==> src/rtl/bce_pkg.sv <==
package bce_pkg;
    localparam int unsigned DATA_W  = 64;
    localparam int unsigned COND_W  = 4;
    localparam int unsigned RCODE_W = 3;

    typedef struct packed {
        logic n;
        logic z;
        logic v;
        logic c;
    } bce_flags_t;

    typedef enum logic {
        FAM_FLAGS = 1'b0,
        FAM_REG   = 1'b1
    } bce_fam_e;
endpackage

==> src/rtl/bce_flag_eval.sv <==
module bce_flag_eval
    import bce_pkg::*;
#(
    parameter int unsigned CW = COND_W
) (
    input  logic [CW-1:0] cond_i,
    input  logic          use_wide_i,
    input  bce_flags_t    narrow_i,
    input  bce_flags_t    wide_i,
    output logic          hit_o
);
    localparam int unsigned BASE_W = CW - 1;

    bce_flags_t f;
    logic       base;

    always_comb begin
        f = use_wide_i ? wide_i : narrow_i;
        // The low bits pick a base test; the top bit inverts it.
        unique case (cond_i[BASE_W-1:0])
            3'd0: base = 1'b0;
            3'd1: base = f.z;
            3'd2: base = f.z | (f.n ^ f.v);
            3'd3: base = f.n ^ f.v;
            3'd4: base = f.c | f.z;
            3'd5: base = f.c;
            3'd6: base = f.n;
            default: base = f.v;
        endcase
        hit_o = base ^ cond_i[CW-1];
    end
endmodule

==> src/rtl/bce_reg_eval.sv <==
module bce_reg_eval
    import bce_pkg::*;
#(
    parameter int unsigned DW = DATA_W,
    parameter int unsigned RW = RCODE_W
) (
    input  logic [DW-1:0] val_i,
    input  logic [RW-1:0] code_i,
    output logic          hit_o
);
    logic is_zero;
    logic is_neg;
    logic base;

    always_comb begin
        is_zero = ~|val_i;
        is_neg  = val_i[DW-1];
        unique case (code_i[RW-2:0])
            2'd1:    base = is_zero;
            2'd2:    base = is_neg | is_zero;
            2'd3:    base = is_neg;
            default: base = 1'b0;
        endcase
        // Codes with low bits 00 are reserved and are never taken.
        hit_o = (code_i[RW-2:0] == '0) ? 1'b0 : (base ^ code_i[RW-1]);
    end
endmodule

==> src/rtl/bce_branch_eval.sv <==
module bce_branch_eval
    import bce_pkg::*;
#(
    parameter int unsigned DW = DATA_W,
    parameter int unsigned CW = COND_W,
    parameter int unsigned RW = RCODE_W
) (
    input  logic          clk_i,
    input  logic          rst_ni,
    input  logic          fam_i,
    input  logic [CW-1:0] cond_i,
    input  logic          wide_sel_i,
    input  logic [3:0]    flags32_i,
    input  logic [3:0]    flags64_i,
    input  logic [DW-1:0] rs_val_i,
    output logic          taken_o
);
    typedef struct packed {
        logic taken;
    } state_t;

    state_t state_d, state_q;
    logic   flag_hit;
    logic   reg_hit;

    bce_flag_eval #(.CW(CW)) u_flag (
        .cond_i     (cond_i),
        .use_wide_i (wide_sel_i),
        .narrow_i   (bce_flags_t'(flags32_i)),
        .wide_i     (bce_flags_t'(flags64_i)),
        .hit_o      (flag_hit)
    );

    bce_reg_eval #(.DW(DW), .RW(RW)) u_reg (
        .val_i  (rs_val_i),
        .code_i (cond_i[RW-1:0]),
        .hit_o  (reg_hit)
    );

    always_comb begin
        state_d = state_q;
        state_d.taken = (bce_fam_e'(fam_i) == FAM_REG) ? reg_hit : flag_hit;
    end

    always_ff @(posedge clk_i or negedge rst_ni) begin
        if (!rst_ni) state_q <= '0;
        else         state_q <= state_d;
    end

    assign taken_o = state_q.taken;
endmodule

==> config.mk <==
export PLATFORM = sky130hd
export DESIGN_NAME = bce_branch_eval
export DESIGN_NICKNAME = d
export VERILOG_FILES = /design/src/rtl/bce_pkg.sv /design/src/rtl/bce_flag_eval.sv /design/src/rtl/bce_reg_eval.sv /design/src/rtl/bce_branch_eval.sv
export SDC_FILE = /design/constraint.sdc
export NUM_CORES = 1
export LEC_CHECK = 0
export BUFFER_PORTS_ARGS = -buffer_cell sky130_fd_sc_hd__buf_2
export CAP_MARGIN = 15
export CORE_UTILIZATION = 23
export CTS_BUF_LIST = sky130_fd_sc_hd__clkbuf_4 sky130_fd_sc_hd__clkbuf_8
export CTS_CLUSTER_DIAMETER = 150
export DETAILED_ROUTE_END_ITERATION = 8
export GPL_TIMING_DRIVEN = 0
export PLACE_DENSITY = 0.87
export SLEW_MARGIN = 5
export SYNTH_ARGS = -nofsm -noshare
export SYNTH_HDL_FRONTEND = slang
export SYNTH_SLANG_ARGS = --single-unit
==> constraint.sdc <==
create_clock -name clk_i -period 0.8 [get_ports clk_i]
set_clock_uncertainty 0.1 [all_clocks]
set_input_delay 0.08 -clock clk_i [delete_from_list [all_inputs] [get_ports clk_i]]
set_output_delay 0.08 -clock clk_i [all_outputs]
set_load 0.03 [all_outputs]
After elaboration in Yosys (flattened, before gate mapping) --
Cells that the tools add are included.
Cells by class: add/sub/neg operators 0, multipliers 0, div/mod/pow operators 0, $lt $le $gt $ge 0, equal/unequal tests 9, shift operators 0, mux-type cells 5, bitwise operators 6, reduce and logical (&&, ||, !) cells 4
Operator list (number):
- 64-bit OR reduction | 1
- 3-bit == test (second input constant) | 3
- 1-bit one-hot mux with 7 select lines | 1
- 3-bit by 2-bit == test with 1-bit output (second input constant) | 2
- 2-bit == test (second input constant) | 2
- 4-bit 2-to-1 mux | 1
- 3-bit by 1-bit == test with 1-bit output (second input constant) | 1
- 3-bit zero test | 1
- 1-bit OR | 3
- 1-bit one-hot mux with 3 select lines | 1
- 1-bit bitwise XOR | 3
- 2-bit by 1-bit == test with 1-bit output (second input constant) | 1
- 2-bit zero test | 1
- 1-bit 2-to-1 mux | 2
- 1-bit zero test | 1
Word-level totals: bits in registers 1, latch bits 0, bits in writable memories 0, memory bits (read-only) 0, bits of input ports 80, logic and storage cells 25, memories 0

Longest topological paths before layout --
depth in word-level cells 7, depth in mapped cells 6, depth with buffers taken out 6

Hierarchy --
From an unflattened synthesis, not the netlist that was laid out.
Unflattened totals: cell total of the unflattened synthesis 51, area, all modules 402.9 um2
Modules (own cells, without submodules):
- bce_reg_eval | times used 1, cells an instance 29, area each 220.2 um2, seq. area each 0.0 um2
- bce_flag_eval | times used 1, cells an instance 20, area each 142.6 um2, seq. area each 0.0 um2
- bce_branch_eval | times used 1, cells an instance 2, area each 40.0 um2, seq. area each 25.0 um2

Worst setup path before layout --
OpenSTA, ideal clock, no wires.
path kind input port to flip-flop, start in rs_val_i[35], end reg state_q, in the netlist taken_o, library setup time 0.121 ns, data arrival time 1.186 ns, required time 0.579 ns, setup slack -0.607 ns, stages on the path 6, cells stage by stage nor4_2 -> nand4_1 -> a2111oi_2 -> nand4_1 -> mux2i_1 -> o22a_1
On the way: word-level cells in the longest chain between the ends 7
Ends and longest elaborated chain:
- start, declared | line bce_branch_eval.sv:15 | input logic [DW-1:0] rs_val_i,
- 64-bit OR reduction * | line bce_reg_eval.sv:16 | is_zero = ~|val_i;
- 1-bit zero test * | line bce_reg_eval.sv:16
- 1-bit OR | line bce_reg_eval.sv:20 | 2'd2: base = is_neg | is_zero;
- 1-bit one-hot mux with 3 select lines * | line bce_reg_eval.sv:18 | unique case (code_i[RW-2:0])
- 1-bit bitwise XOR * | line bce_reg_eval.sv:25 | hit_o = (code_i[RW-2:0] == '0) ? 1'b0 : (base ^ code_i[RW-1]);
- 1-bit 2-to-1 mux * | line bce_reg_eval.sv:25
- 1-bit 2-to-1 mux * | line bce_branch_eval.sv:42 | state_d.taken = (bce_fam_e'(fam_i) == FAM_REG) ? reg_hit : flag_hit;
- net state_d | line bce_branch_eval.sv:22 | state_t state_d, state_q;
- end signal, assigned | line bce_branch_eval.sv:47 | else state_q <= state_d;
- end, declared | line bce_branch_eval.sv:22
Mark *: on every way through the listed nets, which the timed path passes. The rest lies on a longest branch.

Worst setup path after layout --
start in rs_val_i[4], end reg state_q, in the netlist taken_o
The elaborated chain is that of the path after synthesis.

==> results.md <==
* Cell Int Power at 275 µW
* Max reg flops at 1
* Die width at 41.5 µm
* Yosys Warn Count at 0
* Most frequent cells in the layout: buf_2 (77), nor4_1 (7), nor4_2 (6)
* Net Sw Power at 150 µW
* HPWL Detailed at 1.39 mm
* Crit path time final at 1.57 ns
* First-pass GRT wire length at 2.44 mm
* Fmax achieved at 635 MHz
* Worst Hold Class: in2reg
* Critical Path Fanout Max at 1
* Largest family of logic cells by synthesized area: simple AND/OR/NAND/NOR gates
* Largest net degree at the start of global routing at 7
* Initial DRC count at 4
* Nets@finish at 206
* Vias in the first global route at 688
* Synthesized area per cell at 8.35 µm²
* Placer congestion estimate at 0.730
* Synth Area in Compound Gates at 18.5%
* Setup violators final at 1
* Commonest non-fill, non-tap cell in the layout: buf_2
* Io pins at 81
* Cell row count at 13
* Seq cells post-synth at 1
* Top delay family on crit path: simple AND/OR/NAND/NOR gates
* Crit end category: register
* Share of post-route cells with drive strength above 1 at 74.2%
* Mux cell area share after synthesis at 17.4%
* DIE AREA at 1720 µm²
* Seq/Total Area, Yosys at 6.97%
* Startpoint of the worst hold path: fam_i
* WP buf/inv at 1
* Dpl ws at -0.821 ns
* Vias per cell at 4.92
* Filler Cell Count at 130
* Failing checks: negative setup slack
* Unrepaired setup endpoints after global routing: true
* Hold path depth at 2
* Max Cap Viol at 0
* Hold path endpoint: taken_o$_DFF_PN0_
* Comb pwr share at 86.0%
* Flop pwr share at 14.0%
* Crit path DAT at 1.35 ns
* Initial antenna violation count at 0
* PwrDens at 484 nW/µm²
* Setup bufs post-CTS at 0
* Synthesized net count at 123
* Grt ovf at 0
* Netlist Area Pre-Place at 359 µm²
* Clock power share at 0%
* Synth unique cells at 19
* Critical path type: in2reg
* Pre-antenna DRT Iters at 3
* CP startpoint kind: input pin
* GRT Overall Usage at 16.6%
* Area grow syn2layout at 144%
* DRC Markers at 0
* Vias at 684
* Final cycle utilization of the critical path at 197%
* Leak Pwr at 0.000424 µW
* Vert. Die Dim at 41.5 µm
* PortBufs at 80
* Critical Path Most Common Cell: nand4_1
* Starting density of the core at 26.0%
* Final WL at 1.46 mm
* Final worst slack at -0.774 ns
* Post-Synth Simple-Gate Area at 48.8%
* Status: finished with violations
* Post-synthesis adder-cell area fraction at 0%
* Tightest Pin Transition at 0.242 ns
* FF/Latch Area at 25.0 µm²
* Maximum vdd drop at 0.238 mV
* Pins Over Slew Limit at 0
* Crit-path max cell delay at 0.30 ns
* Clock transition at path regs at 0 ns
* Drt wl/cell at 10.5 µm
* Final Hold Vio Count at 0
* Ant diodes at 0
* Ordered cell list for the critical path: buf_2, nor4_2, nand4_1, a2111oi_4, nand4_1, mux2i_1, o22a_1
* Required time of the critical path at 0.58 ns
* Slew HR at 83.7%
* Setup TNS Final at -0.774 ns
* Final ANT Viol Nets at 0
* Slowest-stage cell, CP: a2111oi_4
* Switching share of power at 35.3%
* Area taken by multi-input logic gates at 400 µm²
* Cells after Synth at 43
* Core box area at 1380 µm²
* XOR/XNOR Fraction of Synth Area at 7.32%
how the worst max path moves through the flow:
stage / from / end / slack, ns / depth (start not counted)
after floorplan: rs_val_i[50] / taken_o$_DFF_PN0_ / -0.55 / 6
after global routing: rs_val_i[33] / taken_o$_DFF_PN0_ / -0.87 / 7
after detailed placement: rs_val_i[63] / taken_o$_DFF_PN0_ / -0.82 / 7
final: rs_val_i[4] / taken_o$_DFF_PN0_ / -0.77 / 7
after CTS: rs_val_i[30] / taken_o$_DFF_PN0_ / -0.81 / 7
after global placement: rs_val_i[63] / taken_o$_DFF_PN0_ / -0.82 / 7
power groups by stage:
stage	clock network (µW)	logic, µW	registers [µW]
finish	0	366	59.4
global route	0	400	59.7
CTS	0	362	59.5
detailed placement	0	349	59.3
global placement	0	340	59.6
floorplan	0	91.7	74.3
synthesized netlist by cell type:
library cell   n  share of area [%]
nor4_2         4                 14
mux4_2         1                6.3
nand2b_1       1                1.7
xor2_1         1                2.4
a21oi_1        2                2.8
o211ai_1       3                6.3
a2111oi_2      1                4.2
dfrtp_1        1                7.0
and4_1         1                2.4
mux2i_1        4                 11
o21ai_0        1                1.4
o22a_1         1                2.4
o21ai_1        1                1.4
inv_1          1                1.0
xnor2_1        2                4.9
nand2b_2       1                2.4
nand2_1        2                2.1
nand4_1        3                5.2
nor4_1        12                 21
layer usage:
| layer | up-vias | routed length [µm] | track usage, % |
|---|---|---|---|
| li1 | 352 | - | - |
| met1 | 292 | 469 | 15.5 |
| met2 | 40 | 860 | 37.2 |
| met3 | 0 | 130 | 1.74 |
| met4 | 0 | 0 | 1.94 |
| met5 | - | 0 | 0 |
cell type report:
class	count	share of cell area [%]
timing repair buffer	81	48.9
multi-input combinational	41	45.6
sequential	1	2.85
tap	15	2.14
inverter	1	0.428
timing repair:
item	in CTS	in global routing
hold buffers	1	0
gates resized for setup	3	2
endpoints found under the setup margin	1	1
endpoints found under the hold margin	1	0
pin swaps	2	1
per-stage QoR:
step | hold WS (ns) | instances | cell area, µm² | total power (µW) | utilization [%]
2_1_floorplan | -0.316 | 43 | 408 | 166 | -
3_3_place_gp | -0.246 | 138 | 827 | 399 | 59.8
3_5_place_dp | -0.244 | 138 | 827 | 408 | 59.8
4_1_cts | 0.236 | 139 | 856 | 421 | 61.9
5_1_grt | 0.247 | 139 | 877 | 460 | 63.4
6_report | 0.231 | 139 | 877 | 425 | 63.4
kinds of logic (layout without fill, tap and decap cells):
| family | Yosys count | after routing |
|---|---|---|
| and+or+nand+nor | 24 | 24 |
| buffers and inverters | 1 | 82 |
| AOI/OAI and AO/OA | 9 | 9 |
| muxes | 5 | 5 |
| xor gates and xnor gates | 3 | 3 |
| DFF | 1 | 1 |
Note: power is estimated with default switching activity, not from simulation.
